===== src/rtl/usb_in_ep_pkg.sv =====
package usb_in_ep_pkg;
    typedef enum logic [1:0] {
        RESP_DATA  = 2'd0,
        RESP_NAK   = 2'd1,
        RESP_STALL = 2'd2,
        RESP_ZLP   = 2'd3
    } resp_e;

    typedef struct packed {
        logic [1:0] rdy;
        logic       tog;
        logic       inflight;
        logic       sent_stall;
        logic       underrun;
        logic       rv;
        resp_e      kind;
        logic       rtog;
        logic       irq;
    } ep_state_t;
endpackage


===== src/rtl/usb_in_ep_fill.sv =====
module usb_in_ep_fill #(
    parameter int MAXU_W = 8
) (
    input  logic                clk,
    input  logic                rst_n,
    input  logic                byte_en,
    input  logic                clear,
    input  logic                auto_en,
    input  logic [MAXU_W-1:0]   max_units,
    output logic                auto_commit,
    output logic                partial
);
    localparam int FILL_W = MAXU_W + 3;

    logic [FILL_W-1:0] fill_d, fill_q;
    logic [FILL_W-1:0] fill_inc;
    logic [FILL_W-1:0] target;

    always_comb begin
        fill_inc    = fill_q + 1'b1;
        target      = {max_units, 3'b000};
        auto_commit = byte_en && auto_en && (max_units != '0) && (fill_inc == target);
        fill_d      = fill_q;
        if (byte_en)
            fill_d = fill_inc;
        if (clear || auto_commit)
            fill_d = '0;
    end

    always_ff @(posedge clk) begin
        if (!rst_n)
            fill_q <= '0;
        else
            fill_q <= fill_d;
    end

    assign partial = (fill_q != '0);
endmodule


===== src/rtl/usb_in_ep_reply.sv =====
module usb_in_ep_reply
    import usb_in_ep_pkg::*;
(
    input  logic  stall_req,
    input  logic  iso,
    input  logic  have_pkt,
    output resp_e kind
);
    always_comb begin
        if (stall_req && !iso)
            kind = RESP_STALL;
        else if (have_pkt)
            kind = RESP_DATA;
        else if (iso)
            kind = RESP_ZLP;
        else
            kind = RESP_NAK;
    end
endmodule


===== src/rtl/usb_in_ep_ctrl.sv =====
module usb_in_ep_ctrl
    import usb_in_ep_pkg::*;
#(
    parameter int MAXU_W = 8
) (
    input  logic              clk,
    input  logic              rst_n,
    input  logic              cfg_iso,
    input  logic              cfg_dbl_buf,
    input  logic              cfg_auto_ready,
    input  logic [MAXU_W-1:0] cfg_max_units,
    input  logic              cfg_stall,
    input  logic              irq_en,
    input  logic              fw_set_ready,
    input  logic              fw_flush,
    input  logic              fw_clr_tog,
    input  logic              fw_force_tog,
    input  logic              fw_clr_sent_stall,
    input  logic              fw_clr_underrun,
    input  logic              load_byte,
    input  logic              tok_in,
    input  logic              host_ack,
    output logic              resp_valid,
    output logic [1:0]        resp_kind,
    output logic              resp_tog,
    output logic              pkt_ready,
    output logic              pkt_present,
    output logic              sent_stall,
    output logic              underrun,
    output logic              data_tog,
    output logic              irq
);
    localparam logic [1:0] SLOTS_SINGLE = 2'd1;
    localparam logic [1:0] SLOTS_DOUBLE = 2'd2;

    ep_state_t st_d, st_q;
    resp_e     sel_kind;
    logic      has_space;
    logic      byte_en;
    logic      fill_clr;
    logic      auto_commit;
    logic      partial;
    logic      event_irq;

    assign has_space = st_q.rdy < (cfg_dbl_buf ? SLOTS_DOUBLE : SLOTS_SINGLE);
    assign byte_en   = load_byte && has_space;

    usb_in_ep_reply reply_i (
        .stall_req (cfg_stall),
        .iso       (cfg_iso),
        .have_pkt  (st_q.rdy != 2'd0),
        .kind      (sel_kind)
    );

    usb_in_ep_fill #(.MAXU_W(MAXU_W)) fill_i (
        .clk         (clk),
        .rst_n       (rst_n),
        .byte_en     (byte_en),
        .clear       (fill_clr),
        .auto_en     (cfg_auto_ready),
        .max_units   (cfg_max_units),
        .auto_commit (auto_commit),
        .partial     (partial)
    );

    always_comb begin
        st_d      = st_q;
        st_d.rv   = 1'b0;
        fill_clr  = 1'b0;
        event_irq = 1'b0;

        if (tok_in) begin
            st_d.rv   = 1'b1;
            st_d.kind = sel_kind;
            st_d.rtog = st_q.tog;
            case (sel_kind)
                RESP_STALL: begin
                    st_d.sent_stall = 1'b1;
                    st_d.rdy        = 2'd0;
                    st_d.inflight   = 1'b0;
                    fill_clr        = 1'b1;
                    event_irq       = 1'b1;
                end
                RESP_DATA: begin
                    if (cfg_iso) begin
                        st_d.rdy  = st_q.rdy - 2'd1;
                        st_d.tog  = ~st_q.tog;
                        event_irq = 1'b1;
                    end else begin
                        st_d.inflight = 1'b1;
                    end
                end
                default: st_d.underrun = 1'b1;
            endcase
        end

        if (host_ack && st_q.inflight && !cfg_iso && st_d.rdy != 2'd0) begin
            st_d.rdy      = st_d.rdy - 2'd1;
            st_d.tog      = ~st_d.tog;
            st_d.inflight = 1'b0;
            event_irq     = 1'b1;
        end

        if ((fw_set_ready && has_space) || auto_commit) begin
            st_d.rdy = st_d.rdy + 2'd1;
            if (fw_set_ready)
                fill_clr = 1'b1;
        end

        if (fw_flush) begin
            if (st_d.rdy != 2'd0) begin
                st_d.rdy      = st_d.rdy - 2'd1;
                st_d.inflight = 1'b0;
            end else begin
                fill_clr = 1'b1;
            end
        end

        if (fw_force_tog) begin
            st_d.tog      = ~st_d.tog;
            st_d.inflight = 1'b0;
            if (st_d.rdy != 2'd0)
                st_d.rdy = st_d.rdy - 2'd1;
        end

        if (fw_clr_tog)
            st_d.tog = 1'b0;
        if (fw_clr_sent_stall)
            st_d.sent_stall = 1'b0;
        if (fw_clr_underrun)
            st_d.underrun = 1'b0;

        st_d.irq = event_irq && irq_en;
    end

    always_ff @(posedge clk) begin
        if (!rst_n)
            st_q <= '{rdy: 2'd0, tog: 1'b0, inflight: 1'b0, sent_stall: 1'b0,
                      underrun: 1'b0, rv: 1'b0, kind: RESP_DATA, rtog: 1'b0, irq: 1'b0};
        else
            st_q <= st_d;
    end

    assign resp_valid  = st_q.rv;
    assign resp_kind   = st_q.kind;
    assign resp_tog    = st_q.rtog;
    assign pkt_ready   = st_q.rdy != 2'd0;
    assign pkt_present = (st_q.rdy != 2'd0) || partial;
    assign sent_stall  = st_q.sent_stall;
    assign underrun    = st_q.underrun;
    assign data_tog    = st_q.tog;
    assign irq         = st_q.irq;


    tok_reply_chk: assert property (@(posedge clk) disable iff (!rst_n)
        tok_in |=> resp_valid);


    stall_flush_chk: assert property (@(posedge clk) disable iff (!rst_n)
        (resp_valid && resp_kind == RESP_STALL) |-> (sent_stall && !pkt_ready));


    underrun_flag_chk: assert property (@(posedge clk) disable iff (!rst_n)
        (resp_valid && (resp_kind == RESP_NAK || resp_kind == RESP_ZLP)) |-> underrun);


    iso_no_stall_chk: assert property (@(posedge clk) disable iff (!rst_n)
        (resp_valid && resp_kind == RESP_STALL) |-> !$past(cfg_iso));


    irq_gate_chk: assert property (@(posedge clk) disable iff (!rst_n)
        irq |-> $past(irq_en));


    clr_tog_chk: assert property (@(posedge clk) disable iff (!rst_n)
        (fw_clr_tog && !fw_force_tog) |=> !data_tog);
endmodule


===== config.mk =====
export PLATFORM = sky130hd
export DESIGN_NAME = usb_in_ep_ctrl
export DESIGN_NICKNAME = d
export VERILOG_FILES = /design/src/rtl/usb_in_ep_pkg.sv /design/src/rtl/usb_in_ep_fill.sv /design/src/rtl/usb_in_ep_reply.sv /design/src/rtl/usb_in_ep_ctrl.sv
export SDC_FILE = /design/constraint.sdc
export NUM_CORES = 1
export LEC_CHECK = 0
export ABC_AREA = 1
export BUFFER_PORTS_ARGS = -buffer_cell sky130_fd_sc_hd__buf_2
export CAP_MARGIN = 10
export CORE_AREA = 3 3 80 82
export DETAILED_ROUTE_END_ITERATION = 10
export DIE_AREA = 0 0 83 85
export MAX_ROUTING_LAYER = met4
export REMOVE_ABC_BUFFERS = 1
export SLEW_MARGIN = 20
export SYNTH_ARGS = -nofsm -noshare
export SYNTH_HDL_FRONTEND = slang
export SYNTH_SLANG_ARGS = --single-unit

===== constraint.sdc =====
create_clock -name clk -period 2.6 [get_ports clk]
set_input_delay 0 -clock clk [delete_from_list [all_inputs] [get_ports clk]]
set_output_delay 0 -clock clk [all_outputs]
set_load 0.01 [all_outputs]

Word level (Yosys, flattened, before mapping)
Cells that the tools add are included.
{"block": "classes", "n_addsub": 6, "magnitude_cmp": 1, "n_eq_ne": 2, "n_mux": 30, "bitwise": 5, "reduce_logical": 29}
{"operator": "2-to-1 mux 2 bit", "count": 8}
{"operator": "2-to-1 mux 1 bit", "count": 15}
{"operator": "OR reduction 2 bit", "count": 6}
{"operator": "adder 11 x 1 -> 11 bit, second input constant", "count": 1}
{"operator": "== test 11 bit", "count": 1}
{"operator": "nonzero test 11 bit", "count": 1}
{"operator": "logical AND 1 bit", "count": 10}
{"operator": "2-to-1 mux 10 bit", "count": 1}
{"operator": "2-to-1 mux 4 bit", "count": 2}
{"operator": "nonzero test 2 bit", "count": 4}
{"operator": "nonzero test 8 bit", "count": 1}
{"operator": "subtractor 2 x 1 -> 2 bit, second input constant", "count": 4}
{"operator": "inverter 1 bit", "count": 5}
{"operator": "case mux 1 bit (2 select lines)", "count": 2}
{"operator": "case mux 2 bit (2 select lines)", "count": 1}
{"operator": "AND reduction 2 bit", "count": 2}
{"operator": "logical OR 1 bit", "count": 3}
{"operator": "2-to-1 mux 3 bit", "count": 1}
{"operator": "adder 2 x 1 -> 2 bit, second input constant", "count": 1}
{"operator": "== test 2 bit, second input constant", "count": 1}
{"operator": "logical NOT 2 bit", "count": 1}
{"operator": "less-than comparator 2 bit", "count": 1}
{"operator": "logical NOT 1 bit", "count": 1}
{"block": "totals", "reg_bits": 22, "inputBits": 24, "output_inout_bits": 10, "wordCells": 83}

Logic depth before layout (Yosys ltp)
{"block": "logic_depth", "ltp_word": 18, "mapped_depth": 20}

Hierarchy
Synthesis repeated with hierarchy kept, for this count alone.
{"block": "unflattened", "cells_unflattened": 279, "hier_area_um2": 1730.4}
{"module": "usb_in_ep_fill", "instances": 1, "cells_per_inst": 170, "area_each_um2": 959.7, "seq_area_each_um2": 220.2}
{"module": "usb_in_ep_ctrl", "instances": 1, "cells_per_inst": 103, "area_each_um2": 743.2, "seq_area_each_um2": 220.2}
{"module": "usb_in_ep_reply", "instances": 1, "cells_per_inst": 6, "area_each_um2": 27.5, "seq_area_each_um2": 0.0}

Least setup slack after synthesis
OpenSTA, ideal clock, no wires.
{"block": "synth_path", "path_kind": "register to register", "startpoint": "register st_q[9] in the netlist's numbering", "endpoint": "register fill_i.fill_q[10]", "setup_ns": 0.140, "arrival_ns": 2.339, "t_required_ns": 2.460, "setup_slack_ns": 0.121, "path_stages_with_launch": 14, "synth_period_minus_slack_ns": 2.479, "cell_sequence": "dfxtp_1 -> inv_1 -> ha_1 -> inv_1 -> nand3_1 -> nand2_1 -> nand3_2 -> ha_1 -> nor2_1 -> nand3_1 -> xor2_2 -> o311ai_1 -> buf_6 -> a211oi_2"}
{"block": "synth_between", "elab_chain_len": 16, "elab_cells_between_ends": 31}
{"element": "start, declared", "line": "usb_in_ep_ctrl.sv:36", "source": "ep_state_t st_d, st_q;"}
{"element": "start signal, assigned", "line": "usb_in_ep_ctrl.sv:138", "source": "st_q <= '{rdy: 2'd0, tog: 1'b0, inflight: 1'b0, sent_stall: 1'b0,"}
{"element": "start signal, assigned", "line": "usb_in_ep_ctrl.sv:141", "source": "st_q <= st_d;"}
{"element": "nonzero test 2 bit (*)"}
{"element": "named net pkt_ready", "line": "usb_in_ep_ctrl.sv:26", "source": "output logic pkt_ready,"}
{"element": "2-to-1 mux 2 bit (*)", "line": "usb_in_ep_reply.sv:12", "source": "else if (have_pkt)"}
{"element": "2-to-1 mux 2 bit (*)", "line": "usb_in_ep_reply.sv:10", "source": "if (stall_req && !iso)"}
{"element": "branches (longest 10 deep; another with subtractor 2 x 1 -> 2 bit)"}
{"element": "2-to-1 mux 1 bit (*)", "line": "usb_in_ep_ctrl.sv:110", "source": "if (fw_flush) begin"}
{"element": "logical OR 1 bit (*)", "line": "usb_in_ep_fill.sv:26", "source": "if (clear || auto_commit)"}
{"element": "OR reduction 2 bit (no line) (*)"}
{"element": "end signal, assigned", "line": "usb_in_ep_fill.sv:34", "source": "fill_q <= fill_d;"}
{"element": "end, declared", "line": "usb_in_ep_fill.sv:15", "source": "logic [FILL_W-1:0] fill_d, fill_q;"}
Mark *: on every way through the listed nets, which the timed path passes.
A chain may end at the register's enable or synchronous reset.

Worst setup path in the final report
{"block": "layout_path", "startpoint": "register st_q[10] in the netlist's numbering", "endpoint": "register st_q[10] in the netlist's numbering"}
{"block": "layout_between", "elab_chain_len": 17, "elab_cells_between_ends": 30}
{"element": "branches (longest 10 deep; another with subtractor 2 x 1 -> 2 bit)"}
{"element": "2-to-1 mux 2 bit (*)", "line": "usb_in_ep_ctrl.sv:104", "source": "if ((fw_set_ready && has_space) || auto_commit) begin"}
{"element": "subtractor 2 x 1 -> 2 bit / nonzero test 2 bit (equally long branches)", "line": "usb_in_ep_ctrl.sv:112, usb_in_ep_ctrl.sv:111"}
{"element": "2-to-1 mux 2 bit", "line": "usb_in_ep_ctrl.sv:111", "source": "if (st_d.rdy != 2'd0) begin"}
{"element": "2-to-1 mux 2 bit (*)", "line": "usb_in_ep_ctrl.sv:110"}
{"element": "subtractor 2 x 1 -> 2 bit / nonzero test 2 bit (equally long branches)", "line": "usb_in_ep_ctrl.sv:123, usb_in_ep_ctrl.sv:122"}
{"element": "2-to-1 mux 2 bit", "line": "usb_in_ep_ctrl.sv:122", "source": "if (st_d.rdy != 2'd0)"}
{"element": "2-to-1 mux 4 bit (*)", "line": "usb_in_ep_ctrl.sv:119", "source": "if (fw_force_tog) begin"}
Mark *: on every way between the ends.

==> flow_summary.ini <==
[setup_path]
r2r-start = st_q[10]$_SDFF_PN0_
startpoint_type = flip-flop
max_stage_delay_ps = 330
crit_fanout = 4
ff2ff_path_depth = 19
criticalPathCategory = reg -> reg
r2r-end = st_q[10]$_SDFF_PN0_
crit_slowest_cell = dfxtp_2
worstPathArrival_ps = 2650
critPathCaptureType = flip-flop
crit_start = st_q[10]$_SDFF_PN0_
cp_num_cells = 19
crit_path_cell_trace = inv_2 -> ha_4 -> inv_2 -> nand3_2 -> inv_1 -> nand2_2 -> nand3_4 -> ha_2 -> nor2_4 -> nand3_4 -> xor2_4 -> xnor2_1 -> inv_1 -> nand2_1 -> nand2_2 -> nand3_2 -> nand2_2 -> o21ai_1 -> inv_1
crit_family = simple AND/OR/NAND/NOR gates
r2r_slack_ps = 100
cp.required_ps = 2760
cp-endpoint = st_q[10]$_SDFF_PN0_
cp_num_buf_inv = 5

[floorplanning]
io_pins = 34
fp.coreArea_mm2 = 0.005816
die_area_mm2 = 0.007055
die_h_um = 85
rows = 28
initial_core_util = 0.2958
die_w_um = 83

[layout]
n_fill_cell = 635
area_growth_pct = 26.47
drive_above_1_share = 0.3121
antenna_cells = 0
nets = 330

[synth]
synth-edff-count = 0
ys_ff_latch = 22
synth_cell_types = 35
synthTopCellsByCount = 63 x nand2_1, 42 x inv_1, 25 x nand3_1
synth_area_mm2 = 0.001720
syn_area_per_cell_um2 = 6.668
yosysTopAreaCell = dfxtp_1
synth.top_cell.area_share = 0.2560
ys_seq_area_frac = 0.2560
synth_area_leaders = dfxtp_1 26%, nand2_1 14%, inv_1 9.2%, nand3_1 7.3%, a211oi_2 6.5%
synthArstFlopShare = 0
synth_ff_type = dfxtp_1
syn_inst = 258
yosysWarnings = 0
synthMostInstantiatedCell = nand2_1

[timing]
setup_viol = 0
setup_tns_ps = 0
tightest_slew_ps = 802.5
timing.final.max_slew_violations = 0
final.setup_skew_ps = 3.049
finalCriticalPeriod_ps = 2495
period_share = 0.9596
max_freq_mhz = 400.8
max-slew-margin-rel = 0.4644
hold_viol_final = 0

[placed_design]
gp_congestion = 0.7983
dp_hpwl_mm = 3.249
portBuffers = 33

[clock_tree]
cts_sinks = 22
clock_latency_ps = 260
cts_max_level = 1
numCtsBuffers = 3
tritoncts = yes
clk_pin_slew_worst_paths_ps = 80
cts-root-buf = clkbuf_8
cts_buffer_depth = 2

[power]
report.power.total_mw = 0.7732
power_density_mw_per_mm2 = 355.4
vdd_drop_max_v = 0.0002403
power_leakage_nw = 1.009

[drt]
routed_wl_mm = 4.280
vias = 1726
drcViolationCount = 0
via_per_inst = 4.627
drt_pass1_iterations = 5
drt_iter0_drc = 56
wl_per_cell_um = 11.47
ant_nets = 0

[global_routing]
grt-ovfl-total = 0
grt_pass1_vias = 1586
grt_max_degree = 22
track_usage = 0.1201
grt_pass1_wl_mm = 6.886
antenna_found_initial = 0

[flow_run]
maxCapViolCount = 0

[run_status]
status = finished, final reports clean

[min_path]
hold_path.class = in -> reg
-- worst register-to-register path, delay by kind of cell, from the launching register on --
family                   cells  cell delay [ps]
AND/OR/NAND/NOR              9              850
adder cells (fa/ha/maj)      2              400
XOR/XNOR                     2              370
flip-flops                   1              330
buffers and inverters        5              320
AO/OA/AOI/OAI                1              120
-- state kept, by name (all words and copies together), names as in the netlist --
register       count
resp_tog           1
data_tog           1
sent_stall         1
irq                1
st_q               3
underrun           1
resp_kind          2
fill_i.fill_q     11
resp_valid         1
-- placed cells by master (no fill, tap or decap), types with 2 or more instances in the layout --
cell type and count:
buf_2 33, a211oi_2 9, nor2_4 2, inv_2 5
nand4_1 6, nand2_1 60, nor2_2 5, buf_4 5
inv_1 39, nor2_1 17, a21oi_2 2, xor2_1 2
xnor2_1 2, dlygate4sd3_1 5, nand3b_1 4, o21ai_0 3
nand3_1 22, dfxtp_2 2, a21oi_1 11, ha_1 4
clkbuf_8 3, dfxtp_1 20, nand3_2 4, a211oi_1 3
nand3_4 3, nand2_2 13
-- where the power goes --
group	switching (mW)	total [mW]	internal, mW
Combinational	0.117	0.197	0.0800
Clock	0.112	0.215	0.104
Sequential	0.0104	0.361	0.350
Total	0.239	0.773	0.534
-- routing by layer --
metal	global-route usage	vias to the layer above	routed length, um
met2	0.2026	44	2120
met4	0.02526	0	22
met5	-	-	0
met3	0.02233	2	197
met1	0.1503	760	1939
li1	-	920	-
-- cells by family (layout without fill, tap and decap cells) --
kind of cell | after synthesis | count (layout) | synth area share
AO/OA/AOI/OAI | 35 | 35 | 0.1556
XOR/XNOR | 5 | 5 | 0.02982
adder cells (fa/ha/maj) | 6 | 6 | 0.04364
buffers and inverters | 50 | 90 | 0.1185
flip-flops | 22 | 22 | 0.2560
AND/OR/NAND/NOR | 140 | 140 | 0.3964
-- final cells by class --
| cell class | instances | area (um2) | area share |
|---|---|---|---|
| repair buffers | 43 | 252.7 | 0.1162 |
| well taps | 75 | 93.84 | 0.04313 |
| clock buffers | 3 | 41.29 | 0.01898 |
| inverters | 44 | 165.2 | 0.07591 |
| flip-flops and latches | 22 | 442.9 | 0.2036 |
| multi-input cells | 186 | 1180 | 0.5423 |
-- timing repair --
action / CTS / global route
pin swaps: 1 / 7
setup endpoints to repair: 2 / 14
buffers inserted: 1 / 2
endpoints found under the hold margin: 5 / 0
hold buffers: 5 / 0
gates resized for setup: 2 / 22
-- worst min-delay path by stage --
stage	from	endpoint	depth (start not counted)
2_1_floorplan	fw_clr_sent_stall	sent_stall$_SDFFE_PP0P_	1
3_3_place_gp	fw_clr_sent_stall	sent_stall$_SDFFE_PP0P_	2
3_5_place_dp	fw_clr_underrun	underrun$_SDFFE_PP0P_	2
4_1_cts	rst_n	resp_valid$_SDFF_PN0_	3
5_1_grt	rst_n	resp_valid$_SDFF_PN0_	3
6_report	rst_n	resp_valid$_SDFF_PN0_	3
-- through the flow --
step,utilization,worst slack (ps),hold slack [ps],cells,instance area (um2)
floorplan,-,-590.3,72.76,252,1682
global placement,0.3376,47.04,161.9,362,1963
detailed placement,0.3376,-61.80,165.4,362,1963
CTS,0.3561,20.57,1.089,371,2071
global route,0.3741,-82.26,10.74,373,2176
finish,0.3741,104.9,4.758,373,2176
Note: power is estimated with default switching activity, not from simulation.
